**config.mk**
```make
export PLATFORM = sky130hd
export DESIGN_NAME = farend_fault_unit
export DESIGN_NICKNAME = d
export VERILOG_FILES = /design/src/rtl/farend_fault_pkg.sv /design/src/rtl/farend_fault_ctrl.sv /design/src/rtl/farend_fault_dp.sv /design/src/rtl/farend_fault_unit.sv
export SDC_FILE = /design/constraint.sdc
export NUM_CORES = 1
export LEC_CHECK = 0
export ABC_AREA = 1
export CAP_MARGIN = 30
export CORE_MARGIN = 4
export CORE_UTILIZATION = 48
export CTS_CLUSTER_DIAMETER = 120
export DETAILED_ROUTE_END_ITERATION = 16
export GPL_TIMING_DRIVEN = 0
export PLACE_DENSITY = 0.7
export SLEW_MARGIN = 20
export SYNTH_ARGS = -nofsm -noshare
export SYNTH_HDL_FRONTEND = slang
export SYNTH_SLANG_ARGS = --single-unit
export TNS_END_PERCENT = 50
```
**constraint.sdc**
```tcl
create_clock -name clk -period 1.1 [get_ports clk]
set_input_delay 0.11 -clock clk [delete_from_list [all_inputs] [get_ports clk]]
set_output_delay 0.11 -clock clk [all_outputs]
set_load 0.05 [all_outputs]
```
**src/rtl/farend_fault_pkg.sv**
```systemverilog
package farend_fault_pkg;

  typedef enum logic [1:0] {
    SD_PIN     = 2'd0,
    SD_ACT     = 2'd1,
    SD_MAN     = 2'd2,
    SD_PIN_ALT = 2'd3
  } sdSrc_e;

  // strobes from control to datapath
  typedef struct packed {
    logic txReq;   // request fault pattern on transmit
    logic detEn;   // receive monitor enabled
  } faultStrobe_t;

endpackage

```
**src/rtl/farend_fault_ctrl.sv**
```systemverilog
module farend_fault_ctrl
  import farend_fault_pkg::*;
(
  input  logic         clk,
  input  logic         rstN,
  input  logic         fiberEn,
  input  logic [1:0]   sdSel,
  input  logic         sdPin,
  input  logic         sdAuto,
  input  logic         sdManual,
  input  logic         linkIn,
  input  logic         faultSeen,
  output logic         linkStatus,
  output faultStrobe_t strobe
);

  sdSrc_e srcSel;
  logic   sigDetect;
  logic   linkNext;

  assign srcSel = sdSrc_e'(sdSel);

  always_comb begin
    case (srcSel)
      SD_ACT:  sigDetect = sdAuto;
      SD_MAN:  sigDetect = sdManual;
      default: sigDetect = sdPin;
    endcase
  end

  // fiber mode: a link needs signal and no peer fault
  assign linkNext = fiberEn ? (linkIn && sigDetect && !faultSeen) : linkIn;

  always_ff @(posedge clk) begin
    if (!rstN) linkStatus <= 1'b0;
    else       linkStatus <= linkNext;
  end

  assign strobe.txReq = fiberEn && !linkStatus;
  assign strobe.detEn = fiberEn;

endmodule

```
**src/rtl/farend_fault_dp.sv**
```systemverilog
module farend_fault_dp
  import farend_fault_pkg::*;
#(
  parameter int ONES_LEN = 84,
  parameter int CONFIRM  = 3
) (
  input  logic         clk,
  input  logic         rstN,
  input  faultStrobe_t strobe,
  input  logic         txDataIn,
  input  logic         rxDataIn,
  output logic         txDataOut,
  output logic         txFaultActive,
  output logic         faultDetected
);

  localparam int CYCLE_LEN = ONES_LEN + 1;
  localparam int PH_W      = $clog2(CYCLE_LEN);
  localparam int RUN_W     = $clog2(ONES_LEN + 2);
  localparam int GOOD_W    = $clog2(CONFIRM + 1);

  localparam logic [PH_W-1:0]   PH_LAST  = PH_W'(ONES_LEN);
  localparam logic [RUN_W-1:0]  RUN_FULL = RUN_W'(ONES_LEN);
  localparam logic [RUN_W-1:0]  RUN_OVER = RUN_W'(ONES_LEN + 1);
  localparam logic [GOOD_W-1:0] GOOD_MAX = GOOD_W'(CONFIRM);
  localparam logic [GOOD_W-1:0] GOOD_PRE = GOOD_W'(CONFIRM - 1);

  // ---------------- transmit pattern generator ----------------
  logic            txActive;
  logic [PH_W-1:0] txPhase;

  always_ff @(posedge clk) begin
    if (!rstN) begin
      txActive  <= 1'b0;
      txPhase   <= '0;
      txDataOut <= 1'b0;
    end else if (!txActive) begin
      txDataOut <= txDataIn;
      if (strobe.txReq) begin
        txActive <= 1'b1;
        txPhase  <= '0;
      end
    end else begin
      txDataOut <= (txPhase != PH_LAST);
      if (txPhase == PH_LAST) begin
        txPhase  <= '0;
        txActive <= strobe.txReq;  // only leave at a cycle boundary
      end else begin
        txPhase <= txPhase + 1'b1;
      end
    end
  end

  assign txFaultActive = txActive;

  // ---------------- receive pattern monitor ----------------
  logic [RUN_W-1:0]  onesRun;
  logic [GOOD_W-1:0] goodCycles;
  logic              faultReg;

  always_ff @(posedge clk) begin
    if (!rstN || !strobe.detEn) begin
      onesRun    <= '0;
      goodCycles <= '0;
      faultReg   <= 1'b0;
    end else if (rxDataIn) begin
      if (onesRun >= RUN_FULL) begin
        onesRun    <= RUN_OVER;  // run too long
        goodCycles <= '0;
        faultReg   <= 1'b0;
      end else begin
        onesRun <= onesRun + 1'b1;
      end
    end else begin
      onesRun <= '0;
      if (onesRun == RUN_FULL) begin
        if (goodCycles >= GOOD_PRE) begin
          goodCycles <= GOOD_MAX;
          faultReg   <= 1'b1;
        end else begin
          goodCycles <= goodCycles + 1'b1;
        end
      end else begin
        goodCycles <= '0;  // zero in the wrong place
        faultReg   <= 1'b0;
      end
    end
  end

  assign faultDetected = faultReg;

endmodule

```
**src/rtl/farend_fault_unit.sv**
```systemverilog
module farend_fault_unit
  import farend_fault_pkg::*;
#(
  parameter int ONES_LEN = 84,
  parameter int CONFIRM  = 3
) (
  input  logic       clk,
  input  logic       rstN,
  input  logic       fiberEn,
  input  logic [1:0] sdSel,
  input  logic       sdPin,
  input  logic       sdAuto,
  input  logic       sdManual,
  input  logic       linkIn,
  input  logic       txDataIn,
  input  logic       rxDataIn,
  output logic       txDataOut,
  output logic       txFaultActive,
  output logic       faultDetected,
  output logic       linkStatus
);

  faultStrobe_t strobe;

  farend_fault_ctrl u_ctrl (
    .clk        (clk),
    .rstN       (rstN),
    .fiberEn    (fiberEn),
    .sdSel      (sdSel),
    .sdPin      (sdPin),
    .sdAuto     (sdAuto),
    .sdManual   (sdManual),
    .linkIn     (linkIn),
    .faultSeen  (faultDetected),
    .linkStatus (linkStatus),
    .strobe     (strobe)
  );

  farend_fault_dp #(
    .ONES_LEN (ONES_LEN),
    .CONFIRM  (CONFIRM)
  ) u_dp (
    .clk           (clk),
    .rstN          (rstN),
    .strobe        (strobe),
    .txDataIn      (txDataIn),
    .rxDataIn      (rxDataIn),
    .txDataOut     (txDataOut),
    .txFaultActive (txFaultActive),
    .faultDetected (faultDetected)
  );

endmodule

```
# Word-level counts from Yosys, hierarchy flattened
# Index checks and enable logic that the tools add are counted.
# classes
n_addsub,3
order_cmp,2
n_eq_ne,7
n_mux,18
bitwise,1
n_reduce_logical,12
# op_table
cell,count
two-way mux 7 bit,4
"adder 7 x 1 -> 7 bit, second input constant",2
"equality test 7 bit, second input constant",2
two-way mux 1 bit,9
two-way mux 2 bit,4
">= comparator 7 bit, second input constant",1
"!= test 7 bit, second input constant",1
logical NOT 1 bit,4
logical AND 1 bit,3
"!= test 3 bit, second input constant",1
OR reduction 3 bit,1
"adder 2 x 1 -> 2 bit, second input constant",1
"equality test 2 x 1 -> 1 bit, second input constant",1
"equality test 2 bit, second input constant",1
">= comparator 2 bit, second input constant",1
"!= test 2 x 1 -> 1 bit, second input constant",1
case mux 1 bit (2 select lines),1
AND reduction 2 bit,1
nonzero test 2 bit,1
OR reduction 2 bit,1
logical OR 1 bit,1
inverter 1 bit,1
# totals
register_bits,20
out_inout_bits,4
elab_cells,51

# Logic depth before layout (Yosys ltp)
# depth
depth_word,5
ltp_mapped,8
ltp_nobuf,8

# Modules after synthesis
# Synthesis repeated with hierarchy kept, for this count alone.
# unflattened
cells_unflattened,164
area_unflattened_um2,1113.6
# by_module_without_submodules
module,instances,cells_per_inst,area_each_um2,seq_area_each_um2
farend_fault_dp,1,147,1001.0,380.4
farend_fault_ctrl,1,17,112.6,20.0

# Worst setup path after synthesis
# No wires, ideal clock.
# synth_timing
kind,flip-flop to flip-flop
start,"register u_dp.txActive, in the netlist u_dp.txFaultActive"
end,register u_dp.txPhase[0]
setup_time_ns,0.119
arrival_ns,1.134
t_required_ns,0.981
path_slack_ns,-0.153
path_stages_with_launch,5
n_path_buf,1
synth_period_minus_slack_ns,1.253
path_cell_list,dfxtp_1 > buf_2 > a21oi_2 > o21ai_0 > a21oi_1
# synth_between
elab_chain_cells,1
# synth_lines
item,line,source
start: declaration,farend_fault_dp.sv:29,logic txActive;
start signal: assignment,farend_fault_dp.sv:47,txActive <= strobe.txReq;
two-way mux 7 bit / nonzero test 2 bit (equally long branches),-,
end signal: assignment,farend_fault_dp.sv:49,txPhase <= txPhase + 1'b1;
end: declaration,farend_fault_dp.sv:30,logic [PH_W-1:0] txPhase;
# Several ways; a longest one is shown, not always the timed one.
# A chain may end at the register's enable or synchronous reset.

# Worst setup path in the final report
# layout_timing
start,register u_dp.txPhase[0]
end,register u_dp.txPhase[4]
# layout_between
elab_chain_cells,3
# layout_lines
item,line,source
adder 7 x 1 -> 7 bit / equality test 7 bit (equally long branches),"farend_fault_dp.sv:49, farend_fault_dp.sv:45",
two-way mux 7 bit (*),farend_fault_dp.sv:45,if (txPhase == PH_LAST) begin
two-way mux 7 bit (*),farend_fault_dp.sv:37,end else if (!txActive) begin
# Mark *: on every way between the ends. The rest lies on a longest branch, timed or not.

==> impl_metrics.tcl <==
set metrics [dict create \
    status "finished with violations" \
    failed_checks "negative setup slack" \
    wl_um 2510 \
    rows 17 \
    area_growth_pct 37.3 \
    antenna_found_initial 0 \
    worst_pin_slew_ps 273 \
    rsz0062_at_grt "yes" \
    cp-end-kind "flop" \
    avgSynthCellArea_um2 7.10 \
    fin_nets 193 \
    syn_area_um2 1100 \
    synth_area_leader_cell "dfxtp_1" \
    seqPwrFrac 0.475 \
    post-route-period-util 1.03 \
    hold_viol 0 \
    drc_errors 0 \
    fin_ws_ps -30.8 \
    clock_latency_ps 300 \
    switching_share 0.235 \
    drive_above_1_share 0.400 \
    grt-ovfl-total 0 \
    pre_cts_ws_ps -304 \
    post-route-min-period_ps 1130 \
    place_area_um2 1280 \
    routabilityCongestion 0.790 \
    cp_top_family "flip-flops" \
    netSwitchingPower_w 0.000368 \
    dieArea_um2 3120 \
    cts_tree "yes" \
    syn_nets 172 \
    diodes 0 \
    hold_path_class "primary input to flop" \
    path_buf_inv 1 \
    fin_util 0.689 \
    crit_fanout 7 \
    first_global_vias 1014 \
    wl_met3_um 69 \
    cts_max_level 1 \
    path_clk_slew_ps 120 \
    synth_seq_area_share 0.364 \
    ir_drop_mv 0.746 \
    ys_ff_latch 20 \
    cts_sinks 20 \
    start_util 0.502 \
    fin_area_um2 1510 \
    p_leak_nw 0.652 \
    drt_iter0_markers 16 \
    final_cells 203 \
    cts.path.max_buffers 2 \
    clock_skew_ps 8.96 \
    grtUsageTotal 0.161 \
    grt_max_degree 13 \
    setup_violations 6 \
    ios 15 \
    wl_met2_um 1330 \
    synthMuxAreaShare 0 \
    routed.top_layer "met4" \
    ys_top_cells_by_area "dfxtp_1 (36%), nand2_1 (11%), inv_1 (8.9%)" \
    synth-xor-area-share 0.0239 \
    synthAdderAreaFrac 0.0683 \
    numCtsBuffers 3 \
    io_buffers 13 \
    path_class "flop to flop" \
    start_kind "flop" \
    maxCapViolCount 0 \
    via_count 1037 \
    synth-simple-area-share 0.320 \
    holdBufCountCts 0 \
    dr.pass1.iters 4 \
    syn_inst 155 \
    slew_viol_final 0 \
    critPathRequiredTime_ps 1340 \
    clockPowerShare 0.380 \
    p_int_w 0.00120 \
    crit_chain "inv_2, ha_4, nand2_2, nand3b_4, nand3_1, a21oi_2" \
    antenna_left 0 \
    grt_pass1_wl_um 4080 \
    synth_top_area_frac 0.364 \
    slew_headroom 0.818 \
    wl_per_cell_um 12.3 \
    synth_top_family_by_area "simple AND/OR/NAND/NOR gates" \
    arrival_ps 1380 \
    clock-root-buffer "clkbuf_4" \
    worst_path_max_delay_cell "dfxtp_2" \
    synth_compound_area_frac 0.119 \
    slowest_delay_ps 380 \
    synthDistinctLibCells 28 \
    p_comb_frac 0.145 \
    max_freq_mhz 884 \
    hpwlAfterDp_um 1700 \
    ys_warn_count 0 \
    die_h_um 55.9 \
    setup_tns_ps -60.8 \
    core-area_um2 2190 \
    drt-vias-per-instance 5.11 \
    power.density_nw_per_um2 1040 \
    dp_cells 196 \
    wl_met1_um 1040 \
    die_width_um 55.9 \
]
cells in the final DEF (no fill, tap or decap), types with 4 or more instances in the layout:
cell / instances
nand2_1: 28
inv_1: 21
dfxtp_2: 10
nand3_1: 8
nand3_2: 8
clkdlybuf4s50_1: 8
nand2_2: 7
nor2_1: 7
a21oi_2: 7
a21oi_1: 7
dfxtp_1: 6
buf_4: 5
buf_2: 5
nor2_2: 4
nand4_1: 4
dfxtp_4: 4
registers in the layout, summed over array words and instances, names as in the netlist:
name                flops
u_dp.faultDetected      1
u_dp.txDataOut          1
u_dp.onesRun            7
u_dp.txPhase            7
u_dp.goodCycles         2
u_dp.txFaultActive      1
u_ctrl.linkStatus       1
synth_stat cells, drive strengths merged:
master	count
nand2	37
inv	26
dfxtp	20
nand3	16
a21oi	15
nor2	11
ha	6
o21ai	5
nand4	4
buf	3
or2	2
xor2	2
a31oi	1
nand3b	1
nor3	1
nor3b	1
o211ai	1
o21bai	1
o22ai	1
xnor2	1
path summary, 6_finish.rpt:
path | from | endpoint | slack (ps) | cells after the start
max | u_dp.txPhase[0]$_SDFFE_PN0P_ | u_dp.txPhase[4]$_SDFFE_PN0P_ | -30 | 6
min | rstN | u_ctrl.linkStatus$_SDFF_PN0_ | 80 | 3
max reg2reg | u_dp.txPhase[0]$_SDFFE_PN0P_ | u_dp.txPhase[4]$_SDFFE_PN0P_ | -30 | 6
min reg2reg | u_dp.onesRun[0]$_SDFF_PP0_ | u_dp.onesRun[0]$_SDFF_PP0_ | 480 | 1
worst reg2reg max path, stage by stage, from the launching register on:
cell,delay [ps]
dfxtp_2,380
inv_2,50
ha_4,150
nand2_2,60
nand3b_4,190
nand3_1,110
a21oi_2,130
cell type report:
| cell class | count | area, µm² |
|---|---|---|
| fillers | 184 | 681 |
| repair buffers | 16 | 135 |
| well taps | 28 | 35.0 |
| plain buffers | 3 | 20.0 |
| flip-flops and latches | 20 | 428 |
| clock inverters | 1 | 30.0 |
| clock buffers | 3 | 22.5 |
| multi-input cells | 106 | 737 |
| inverters | 26 | 103 |
what timing repair did:
action,in CTS,in global routing
buffers inserted,3,0
setup endpoints to repair,17,16
pin swaps,2,12
gates resized for setup,35,42
per-stage QoR:
step / hold slack, ps / power [W]
4_1_cts: 68.1 / 0.00158
2_1_floorplan: 194 / 0.000878
3_5_place_dp: 397 / 0.000952
3_3_place_gp: 398 / 0.000948
6_report: 78.9 / 0.00157
5_1_grt: 75.0 / 0.00164
power groups by stage:
stage	clock [W]	sequential [W]	combinational (W)
finish	0.000597	0.000746	0.000228
global route	0.000646	0.000749	0.000248
CTS	0.000617	0.000752	0.000214
detailed placement	0	0.000768	0.000183
global placement	0	0.000767	0.000181
floorplan	0	0.000795	0.0000827
logic make-up after synthesis:
kind of cell    after synthesis
fa+ha+maj                     6
flops                        20
simple gates                 73
buf+inv                      29
compound gates               24
xor+xnor                      3
metal layers:
layer  vias up  track usage
met4         0       0.0712
met5         -            0
met3         6       0.0209
li1        534            -
met1       480        0.175
met2        17        0.306
Power figures use the tool's default switching activity.
